<file path="config.mk">
export PLATFORM = sky130hd
export DESIGN_NAME = ldg_pipe_guard
export DESIGN_NICKNAME = d
export VERILOG_FILES = /design/src/rtl/ldg_pkg.sv /design/src/rtl/ldg_hazard_detect.sv /design/src/rtl/ldg_pc_reg.sv /design/src/rtl/ldg_stage_reg.sv /design/src/rtl/ldg_pipe_guard.sv
export SDC_FILE = /design/constraint.sdc
export NUM_CORES = 1
export LEC_CHECK = 0
export CORE_MARGIN = 2
export CORE_UTILIZATION = 56
export CTS_CLUSTER_SIZE = 40
export DETAILED_ROUTE_END_ITERATION = 8
export DONT_BUFFER_PORTS = 1
export GPL_TIMING_DRIVEN = 0
export PLACE_DENSITY = 0.79
export RECOVER_POWER = 50
export SYNTH_ARGS = -nofsm -noshare
export SYNTH_HDL_FRONTEND = slang
export SYNTH_HIERARCHICAL = 1
export SYNTH_SLANG_ARGS = --single-unit
export TNS_END_PERCENT = 1
</file>
<file path="constraint.sdc">
create_clock -name clk -period 2.3 [get_ports clk]
set_input_delay 0.115 -clock clk [delete_from_list [all_inputs] [get_ports clk]]
set_output_delay 0.115 -clock clk [all_outputs]
set_load 0.005 [all_outputs]
</file>
<file path="src/rtl/ldg_pkg.sv">
package ldg_pkg;
  parameter int TAG_W  = 8;
  parameter int REG_W  = 5;
  parameter int CTRL_W = 4;

  // control bit positions decoded by the hazard compare
  localparam int CB_WRITES = 0;
  localparam int CB_LOAD   = 1;

  typedef struct packed {
    logic [TAG_W-1:0]  tag;
    logic [REG_W-1:0]  src1;
    logic [REG_W-1:0]  src2;
    logic [REG_W-1:0]  dst;
    logic [CTRL_W-1:0] ctrl;
  } slot_t;

  typedef struct packed {
    logic [TAG_W-1:0]  tag;
    logic [CTRL_W-1:0] ctrl;
  } mem_slot_t;

  localparam int SLOT_W     = $bits(slot_t);
  localparam int MEM_SLOT_W = $bits(mem_slot_t);
endpackage

</file>
<file path="src/rtl/ldg_hazard_detect.sv">
module ldg_hazard_detect #(
  parameter int REG_W   = 5,
  parameter int NUM_SRC = 2
) (
  input  logic                   rst,
  input  logic                   exe_writes,
  input  logic                   exe_load,
  input  logic [REG_W-1:0]       exe_dst,
  input  logic [NUM_SRC*REG_W-1:0] dec_srcs,
  output logic                   stall
);
  logic [NUM_SRC-1:0] hit;

  // one comparator per decode source operand
  for (genvar g = 0; g < NUM_SRC; g++) begin : g_cmp
    assign hit[g] = (dec_srcs[g*REG_W +: REG_W] == exe_dst);
  end

  logic dst_live;
  assign dst_live = (exe_dst != '0);

  always_comb begin
    stall = 1'b0;
    if (!rst && exe_writes && exe_load && dst_live) begin
      stall = |hit;
    end
  end
endmodule

</file>
<file path="src/rtl/ldg_pc_reg.sv">
module ldg_pc_reg #(
  parameter int PC_W    = 32,
  parameter int PC_STEP = 4
) (
  input  logic            clk,
  input  logic            rst,
  input  logic            hold,
  output logic [PC_W-1:0] pc
);
  localparam logic [PC_W-1:0] STEP = PC_W'(PC_STEP);

  always_ff @(posedge clk) begin
    if (rst) begin
      pc <= '0;
    end else if (!hold) begin
      pc <= pc + STEP;
    end
  end
endmodule

</file>
<file path="src/rtl/ldg_stage_reg.sv">
module ldg_stage_reg #(
  parameter int W = 8
) (
  input  logic         clk,
  input  logic         rst,
  input  logic         en,
  input  logic         bubble,
  input  logic [W-1:0] d,
  output logic [W-1:0] q
);
  always_ff @(posedge clk) begin
    if (rst || bubble) begin
      q <= '0;
    end else if (en) begin
      q <= d;
    end
  end
endmodule

</file>
<file path="src/rtl/ldg_pipe_guard.sv">
module ldg_pipe_guard
  import ldg_pkg::*;
#(
  parameter int PC_W    = 32,
  parameter int PC_STEP = 4
) (
  input  logic              clk,
  input  logic              rst,
  input  logic [TAG_W-1:0]  in_tag,
  input  logic [REG_W-1:0]  in_src1,
  input  logic [REG_W-1:0]  in_src2,
  input  logic [REG_W-1:0]  in_dst,
  input  logic [CTRL_W-1:0] in_ctrl,
  output logic [PC_W-1:0]   pc_o,
  output logic [TAG_W-1:0]  dec_tag_o,
  output logic [REG_W-1:0]  dec_src1_o,
  output logic [REG_W-1:0]  dec_src2_o,
  output logic [TAG_W-1:0]  exe_tag_o,
  output logic [REG_W-1:0]  exe_src1_o,
  output logic [REG_W-1:0]  exe_src2_o,
  output logic [REG_W-1:0]  exe_dst_o,
  output logic [CTRL_W-1:0] exe_ctrl_o,
  output logic [TAG_W-1:0]  mem_tag_o,
  output logic [CTRL_W-1:0] mem_ctrl_o,
  output logic              stall_o
);
  slot_t     fetch_slot, dec_slot, exe_slot;
  mem_slot_t mem_next, mem_slot;
  logic      stall;

  always_comb begin
    fetch_slot.tag  = in_tag;
    fetch_slot.src1 = in_src1;
    fetch_slot.src2 = in_src2;
    fetch_slot.dst  = in_dst;
    fetch_slot.ctrl = in_ctrl;
    mem_next.tag    = exe_slot.tag;
    mem_next.ctrl   = exe_slot.ctrl;
  end

  ldg_hazard_detect #(.REG_W(REG_W), .NUM_SRC(2)) u_detect (
    .rst        (rst),
    .exe_writes (exe_slot.ctrl[CB_WRITES]),
    .exe_load   (exe_slot.ctrl[CB_LOAD]),
    .exe_dst    (exe_slot.dst),
    .dec_srcs   ({dec_slot.src2, dec_slot.src1}),
    .stall      (stall)
  );

  ldg_pc_reg #(.PC_W(PC_W), .PC_STEP(PC_STEP)) u_pc (
    .clk  (clk),
    .rst  (rst),
    .hold (stall),
    .pc   (pc_o)
  );

  // fetch/decode latch: frozen while stalled
  ldg_stage_reg #(.W(SLOT_W)) u_if_id (
    .clk    (clk),
    .rst    (rst),
    .en     (!stall),
    .bubble (1'b0),
    .d      (fetch_slot),
    .q      (dec_slot)
  );

  // decode/execute latch: takes a zero slot while stalled
  ldg_stage_reg #(.W(SLOT_W)) u_id_ex (
    .clk    (clk),
    .rst    (rst),
    .en     (1'b1),
    .bubble (stall),
    .d      (dec_slot),
    .q      (exe_slot)
  );

  // execute/memory latch: always advances
  ldg_stage_reg #(.W(MEM_SLOT_W)) u_ex_mem (
    .clk    (clk),
    .rst    (rst),
    .en     (1'b1),
    .bubble (1'b0),
    .d      (mem_next),
    .q      (mem_slot)
  );

  assign dec_tag_o  = dec_slot.tag;
  assign dec_src1_o = dec_slot.src1;
  assign dec_src2_o = dec_slot.src2;
  assign exe_tag_o  = exe_slot.tag;
  assign exe_src1_o = exe_slot.src1;
  assign exe_src2_o = exe_slot.src2;
  assign exe_dst_o  = exe_slot.dst;
  assign exe_ctrl_o = exe_slot.ctrl;
  assign mem_tag_o  = mem_slot.tag;
  assign mem_ctrl_o = mem_slot.ctrl;
  assign stall_o    = stall;
endmodule

</file>
After elaboration in Yosys (flattened, before gate mapping)
Index checks and enable logic that the tools add are counted.
{"block": "word_totals", "word_cells": 15, "register_bits": 98, "output_inout_bits": 90, "inputBits": 29}
{"block": "classes", "addsub": 1, "reduce_logical": 7, "mux": 1, "n_eq_ne": 2}
{"operator": "$add 32x3->32 const B", "count": 1}
{"operator": "$eq 5x5->1", "count": 2}
{"operator": "$reduce_bool 5->1", "count": 1}
{"operator": "$logic_and 1x1->1", "count": 3}
{"operator": "$reduce_or 2->1", "count": 1}
{"operator": "$logic_not 1->1", "count": 1}
{"operator": "$logic_or 1x1->1", "count": 1}
{"operator": "$mux 1", "count": 1}

Longest topological paths before layout
Gate-level depths: netlist of the first run.
{"block": "logic_depth", "depth_word": 6, "ltp_mapped": 10, "mapped_depth_nobuf": 8}

Cells and area by module
Netlist of the first run, hierarchy kept.
{"module": "ldg_stage_reg (u_id_ex ...)", "area_per_inst_um2": 993.5, "seq_area_each_um2": 540.5, "n_inst": 2, "cells_each": 88}
{"module": "ldg_pc_reg", "area_per_inst_um2": 1490.2, "seq_area_each_um2": 600.6, "n_inst": 1, "cells_each": 165}
{"module": "ldg_stage_reg (u_ex_mem)", "area_per_inst_um2": 427.9, "seq_area_each_um2": 240.2, "n_inst": 1, "cells_each": 39}
{"module": "ldg_hazard_detect", "area_per_inst_um2": 132.6, "seq_area_each_um2": 0.0, "n_inst": 1, "cells_each": 19}
{"module": "ldg_pipe_guard", "area_per_inst_um2": 11.3, "seq_area_each_um2": 0.0, "n_inst": 1, "cells_each": 3}

Worst setup path before layout of the first run
Ideal clock, no wire load.
{"block": "synth_path", "kind": "register to register", "from": "register u_id_ex.q[4]", "to": "register u_pc.pc[31]", "setup_time_ns": 0.121, "stages_incl_launch_ff": 9, "synth_period_minus_slack_ns": 2.426, "t_arrival_ns": 2.305, "path_slack_ns": -0.126, "required_time_ns": 2.179, "cell_sequence": "dfxtp_1 or4_1 o21ai_1 a21oi_1 and4b_1 buf_2 nand4_2 nor4_2 mux2_2"}
{"block": "synth_between", "elab_chain_cells": 3, "elab_cells_between_ends": 6}
{"element": "start, declared", "line_no": "ldg_stage_reg.sv:9", "source": "output logic [W-1:0] q"}
{"element": "start signal, assigned", "line_no": "ldg_stage_reg.sv:13", "source": "q <= '0;"}
{"element": "start signal, assigned", "line_no": "ldg_stage_reg.sv:15", "source": "q <= d;"}
{"element": "$eq 5x5->1 / $reduce_bool 5->1 (equally long branches)", "line_no": "ldg_hazard_detect.sv:16, ldg_hazard_detect.sv:20"}
{"element": "$reduce_or 2->1 / $logic_and 1x1->1 (equally long branches)", "line_no": "ldg_hazard_detect.sv:25, ldg_hazard_detect.sv:24"}
{"element": "$mux 1 (*)", "line_no": "ldg_hazard_detect.sv:24", "source": "if (!rst && exe_writes && exe_load && dst_live) begin"}
{"element": "named net stall_o", "line_no": "ldg_pipe_guard.sv:25", "source": "output logic stall_o"}
{"element": "end signal, assigned", "line_no": "ldg_pc_reg.sv:16", "source": "pc <= pc + STEP;"}
{"element": "end, declared", "line_no": "ldg_pc_reg.sv:8", "source": "output logic [PC_W-1:0] pc"}
Mark *: on every way through the listed nets, which the timed path passes. The rest lies on a longest branch.
A chain may end at the register's enable or synchronous reset.

Final worst setup path of the first run
Ends and elaborated chain as after synthesis.

==> results of run 1 <==
power by group through the flow:
stage                     clock, mW  sequential [mW]  combinational (mW)
after floorplan                   0             1.77               0.135
after global placement            0             1.78               0.150
after detailed placement          0             1.78               0.155
after CTS                      1.09             1.74               0.201
after global routing           1.16             1.75               0.228
final                          1.06             1.74               0.209
layout make-up:
cell class / count / share of cell area [%]
multi-input combinational: 283 / 41.7
sequential: 96 / 40.4
timing repair buffer: 28 / 5.87
buffer: 24 / 5.21
clock buffer: 9 / 2.59
tap: 96 / 2.52
clock inverter: 7 / 1.44
inverter: 4 / 0.314
cells by family (layout without fill, tap and decap cells):
family | Yosys count | in the layout | share of synthesized area, %
adders and majority gates | 1 | 1 | 0.309
AOI/OAI and AO/OA | 32 | 32 | 4.51
muxes | 70 | 70 | 17.4
xor gates and xnor gates | 21 | 21 | 4.54
other | 3 | 8 | 0.278
and+or+nand+nor | 151 | 151 | 19.3
DFF | 96 | 96 | 47.5
buffers and inverters | 28 | 72 | 6.21
Yosys cell counts, drive strengths merged, types with 3 or more instances:
master  number  area, um2
mux2i       67        671
dfxtp       96       1920
nor2        82        308
nand3       13       82.6
inv          4       15.0
xor2        12        105
nand4        9       77.6
or2          3       18.8
nor2b        4       25.0
conb         3       11.3
o31ai        9       67.6
a21oi       16       80.1
or3          6       37.5
or4         10       75.1
nand2        8       30.0
buf         22        229
o21ai        7       35.0
and4         5       48.8
xnor2        9       78.8
nor3         5       25.0
mux2         3       33.8
layer usage:
metal	track usage, %	share of wire, %	vias to the layer above
li1	-	-	1475
met1	27.8	43	1487
met2	37.9	50	102
met3	5.54	6.4	9
met4	8.28	1.2	0
met5	0	0	-
timing repair:
item,4_1_cts,5_1_grt
hold buffers,28,0
endpoints found under the hold margin,32,0
resized for setup,14,9
pin swaps,15,1
setup endpoints to repair,17,17
state kept, by name, indices dropped and copies added, names as in the netlist:
| register | flops |
|---|---|
| u_pc/pc | 30 |
| u_if_id/q | 27 |
| u_ex_mem/q | 12 |
| u_id_ex/q | 27 |
worst max-delay path by stage:
stage                  end  slack [ps]  cells after the start
4_1_cts        u_pc/pc[31]        -140                      8
5_1_grt        u_pc/pc[21]        -270                      8
3_5_place_dp   u_pc/pc[26]        -220                      9
2_1_floorplan  u_pc/pc[26]          30                      9
3_3_place_gp   u_pc/pc[26]        -150                      9
6_report       u_pc/pc[31]        -150                      8
through the flow:
| step | util [%] | instance area [um2] | power (mW) | cells |
|---|---|---|---|---|
| floorplan | - | 4080 | 1.90 | 407 |
| global placement | 60.9 | 4200 | 1.93 | 503 |
| detailed placement | 60.9 | 4200 | 1.93 | 503 |
| CTS | 68.5 | 4730 | 3.03 | 547 |
| global route | 69.1 | 4770 | 3.13 | 547 |
| finish | 69.1 | 4770 | 3.01 | 547 |
worst max-delay path, cell delays in order, from the launching register on:
cell     delay (ps)
dfxtp_4         380
or4_4           560
o21ai_4         190
a21oi_4          90
and4b_1         280
buf_6           130
nand4_4         170
nor4_4          220
mux2_4          320
==> run metrics, run 1 <==
Die ar. 0.00793 mm2; RSZ-0062 raised after global routing yes; sw frac 25.8%; synthesized flop and latch total 96; status complete, but fails checks; failing checks negative setup slack; Netlist cell types 38; Post-synth EDFFs 0; routed via count 3,073; GPL Wtd Cong 0.818; H-tree depth 3; commonest non-fill, non-tap cell in the layout dfxtp_1; share of layout cells above drive strength 1 13.7%; grt ovf 0; max-slew violations 0; part of the power in registers 57.8%; Routed WL per cell 16.7 um; initial core utilization 58.6%; syn_area_per_cell 10.1 um2; post-synthesis async set-or-reset flop share 0%; drt total wl 9120 um; vias in the first global route 2,885; skew final 14.4 ps; Max VDD drop 0.444 mV; WS Path Type reg -> reg; NumNets Final 476; worst hold path type in -> reg; Clock Tree Buf Depth 2; Hold Crit Depth 3; first-pass GRT wire length 13,900 um; IO Pins 119; drt pass-1 iters 4; Critical R2R Capture u_pc/pc[31]; setup TNS -1350 ps; Routed Antenna Nets 0; Reg2Reg Launch Point u_id_ex/q[4]; IO buf count 0; worst slew pin tran 551 ps; Synth Flop Type dfxtp_1; fin crit period 2450 ps; Worst setup EP type flip-flop; largest net degree at the start of global routing 20; Critical Path AT 2710 ps; Root Buffer clkbuf_8; startpoint types flip-flop; Slew HR 63.3%; initial antenna violation count 0; area of the mapped netlist 0.00405 mm2; maxcap violations 0; Fmax 0.408 GHz; clock power share 35.3%; DIE WIDTH 89.0 um; footprint of the multi-input gates 0.00199 mm2; CTS buffer count 9; Reg area 0.00193 mm2; Pleak 2.07 nW; drt first-iter violations 102; combinational power share 6.9%; final setup margin -150 ps; Post-DP HPWL 6010 um; sequential-to-total area share from yosys stat 47.5%; Total GRT Usage 22.4%; HP Start rst; Sw Pwr 0.775 mW; Synth Instances 402; cell-internal power 2.23 mW; CP required 2550 ps; Worst Hold Endpoint u_if_id/q[25]; Final Hold Violating Endpoints 0; CTS tree yes; Worst-Skew Late Latency 360 ps; Core ar. 0.00691 mm2; Fillers 551; commonest cells after routing, fill and taps aside dfxtp_1 (94), nor2_1 (82), mux2i_1 (67); antenna cells 0; CP startpoint u_id_ex/q[4]; worst r2r path cells 8; crit share post-route 107%; yosys warns 6; P&R area growth vs syn 17.9%; Clock Pin Slew Worst Setup and Hold Paths 100 ps; Post-CTS Setup Inserts 0; Die H 89.0 um; PD cells 630 mW/mm2; DR vias/cell 5.62; Cell Rows 30; crit path max fanout 9; DRC 0; Final Setup Violations 16; Post-Place Worst Slack -223 ps; hold slack 86.6 ps; CTS Sinks 96; Worst R2R Setup Slack -150 ps
(Power assumes the default switching activity.)
==> run 2, diff against run 1 <==
--- a/config.mk
+++ b/config.mk
@@ -5,14 +5,14 @@
 export SDC_FILE = /design/constraint.sdc
 export NUM_CORES = 1
 export LEC_CHECK = 0
+export ABC_AREA = 1
 export CORE_MARGIN = 2
-export CORE_UTILIZATION = 56
+export CORE_UTILIZATION = 57
 export CTS_CLUSTER_SIZE = 40
 export DETAILED_ROUTE_END_ITERATION = 8
 export DONT_BUFFER_PORTS = 1
 export GPL_TIMING_DRIVEN = 0
-export PLACE_DENSITY = 0.79
-export RECOVER_POWER = 50
+export PLACE_DENSITY = 0.8
 export SYNTH_ARGS = -nofsm -noshare
 export SYNTH_HDL_FRONTEND = slang
 export SYNTH_HIERARCHICAL = 1
==> run 2 against run 1 <==
  * Clock skew is 5.7 ps lower
  * Setup slack better by 390 ps
  * Synthesized cell count is 79% higher
  * Sequential power rose by 3%
  * Critical path type unchanged
  * Sequential share of layout area down 3.9 points
  * Combinational power grew 50%
  * Largest cell class unchanged
  * The flow now finishes without violations
==> run metrics, run 2 <==
PD cells 599 mW/mm2 (-5.0%); startpoint types flip-flop; max FFs per register 30 (unchanged); post-synthesis async set-or-reset flop share 0% (unchanged); drt first-iter violations 156 (+53%); NumNets Final 797 (+67%); CTS buffer count 9 (unchanged); yosys warns 6 (unchanged); Fmax 0.486 GHz (+19%); Final Setup Violations 0 (-16); share of layout cells above drive strength 1 8.94% (-4.8 points); Crit path largest cell delay 500 ps (-60 ps); Max VDD drop 0.314 mV (-29%); DR vias/cell 4.81 (-14%); area of the mapped netlist 0.00463 mm2 (+14%); DIE WIDTH 94.2 um (+5.8%); Clock Pin Slew Worst Setup and Hold Paths 100 ps (about the same); Area after DPL 0.00479 mm2 (+14%); cell types with the highest counts after synthesis nand2_1 (216), nor2_1 (193), inv_1 (104), dfxtp_1 (96); maxcap violations 0 (unchanged); crit path buf inv count 4 (+3); Routed Antenna Nets 0 (unchanged); largest net degree at the start of global routing 19 (-5.0%); Cell Rows 32 (+6.7%); status finished clean; Critical Path AT 2320 ps (-390 ps); IO Pins 119 (unchanged); Most flops, register u_pc/pc; P&R area growth vs syn 14.0%; fin crit period 2060 ps (-393 ps); initial antenna violation count 1 (+1); Core ar. 0.00781 mm2 (+13%); Die ar. 0.00887 mm2 (+12%); grt ovf 0 (unchanged); drt total wl 10,800 um (+19%); fin area 0.00528 mm2 (+11%); RSZ-0062 raised after global routing no; slowest CP cell dfxtp_1; worst hold path type in -> reg; Clock Tree Buf Depth 2 (unchanged); Worst setup EP type flip-flop; max-slew violations 0 (unchanged); Root Buffer clkbuf_8; cell family with most CP delay simple AND/OR/NAND/NOR gates; commonest non-fill, non-tap cell in the layout nand2_1; Critical R2R Capture u_if_id/q[20]; CP required 2570 ps (+20 ps); IO buf count 0 (unchanged); vias in the first global route 4,052 (+40%); Netlist cell types 29 (-24%); drt pass-1 iters 5 (+1); worst slew pin tran 546 ps (-4.39 ps); Pleak 2.52 nW (+22%); Die H 94.2 um (+5.8%); H-tree depth 3 (unchanged); Worst-Skew Late Latency 360 ps (about the same); stages on the worst setup path 11 (+3); routed via count 4,209 (+37%); area leader, netlist dfxtp_1; Worst Hold Endpoint u_pc/pc[2]; WS Path Type reg -> reg; GPL Wtd Cong 0.833 (+1.8%); Routed WL per cell 12.4 um (-26%); Post-synth EDFFs 0 (unchanged); Total GRT Usage 25.0% (+2.6 points); total power 3.16 mW (+5.1%); initial core utilization 59.4% (+0.74 points); crit share post-route 89.4% (-17 points); DRC 0 (unchanged); Worst R2R Setup Slack 240 ps (+390 ps); Reg2Reg Launch Point u_id_ex/q[5]; commonest cells after routing, fill and taps aside nand2_1 (216), nor2_1 (193), inv_1 (103); Synth Flop Type dfxtp_1; HP Start rst; count leader, synth nand2_1; CTS tree yes; Post-DP HPWL 7840 um (+31%); sequential-to-total area share from yosys stat 41.5% (-6.0 points); skew final 8.77 ps (-5.66 ps); CP Cell Sequence inv_2 -> nand2_1 -> nand2_1 -> nor2_1 -> nand3_1 -> a21oi_4 -> inv_1 -> buf_4 -> buf_4 -> nor2_1 -> nor2_2; first-pass GRT wire length 17,700 um (+28%); Synth top area share 41.5% (-6.0 points); biggest regs u_pc/pc x30, u_id_ex/q x27, u_if_id/q x27; Synth area leaders dfxtp_1 (41%), nand2_1 (17%), nor2_1 (16%); Synth Instances 719 (+79%); crit path max fanout 10 (+1); Slew HR 63.5% (+0.17 points); syn_area_per_cell 6.45 um2 (-36%); worst r2r path cells 11 (+3); CTS Sinks 96 (unchanged); Final Hold Violating Endpoints 0 (unchanged); synthesized flop and latch total 96 (unchanged); Hold Crit Depth 4 (+1)
==> run 2: metrics by stage <==
step	std cells	setup TNS [ps]	util, %	hold WS, ps	worst slack (ps)
2_1_floorplan	727	0	-	265	386
3_3_place_gp	829	-358	61.4	276	-84.3
3_5_place_dp	829	-1320	61.4	284	-166
4_1_cts	873	0	67.5	183	79.9
5_1_grt	875	0	67.6	325	58.7
6_report	875	0	67.6	301	243
==> run 2: layer usage <==
layer | GRT usage (%) | wire, um | up-vias
met1 | 26.7 | 4420 | 1836
li1 | - | - | 2196
met4 | 9.54 | 190 | 0
met5 | 0 | 0 | -
met3 | 7.54 | 897 | 18
met2 | 46.0 | 5330 | 159
==> run 2: logic make-up after synthesis <==
kind of cell	Yosys count	synth area share, %
compound gates	25	2.78
xor+xnor	7	1.32
fa+ha+maj	1	0.270
buf+inv	130	13.4
flops	96	41.5
other cells	3	0.243
simple gates	457	40.5
==> run 2: how the worst max path moves through the flow <==
stage / end / slack (ps) / startpoint
floorplan: u_pc/pc[20] / 390 / u_id_ex/q[8]
global placement: u_pc/pc[20] / -80 / u_id_ex/q[4]
detailed placement: u_pc/pc[20] / -170 / u_id_ex/q[4]
CTS: u_pc/pc[22] / 80 / u_id_ex/q[4]
global route: u_if_id/q[12] / 60 / u_id_ex/q[8]
finish: u_if_id/q[20] / 240 / u_id_ex/q[5]
==> run 2: layout make-up <==
| cell class | instances | area [um2] |
|---|---|---|
| antenna | 1 | 2.50 |
| buffer | 24 | 223 |
| clock buffer | 9 | 124 |
| clock inverter | 7 | 62.6 |
| fill | 659 | 2530 |
| inverter | 106 | 398 |
| multi-input combinational | 502 | 2140 |
| sequential | 96 | 1930 |
| tap | 102 | 128 |
| timing repair buffer | 28 | 280 |
==> run 2: power by group <==
part / total (mW) / switching [mW] / internal (mW)
clock: 1.06 / 0.639 / 0.419
combinational: 0.313 / 0.173 / 0.140
sequential: 1.79 / 0.0706 / 1.72
==> run 2: worst reg2reg max path, delay by kind of cell (launching register included) <==
kind	cells	cell delay [ps]
AOI/OAI and AO/OA	1	380
buffers and inverters	4	480
DFF	1	500
and+or+nand+nor	6	620
==> run 2: repair_timing <==
| item | CTS | global route |
|---|---|---|
| pin swaps | 0 | 1 |
| gates cloned | 0 | 1 |
| hold endpoints to repair | 43 | 0 |
| setup endpoints to repair | 20 | 21 |
| gates resized for setup | 1 | 4 |
| hold buffers | 28 | 0 |
| setup buffers | 0 | 0 |
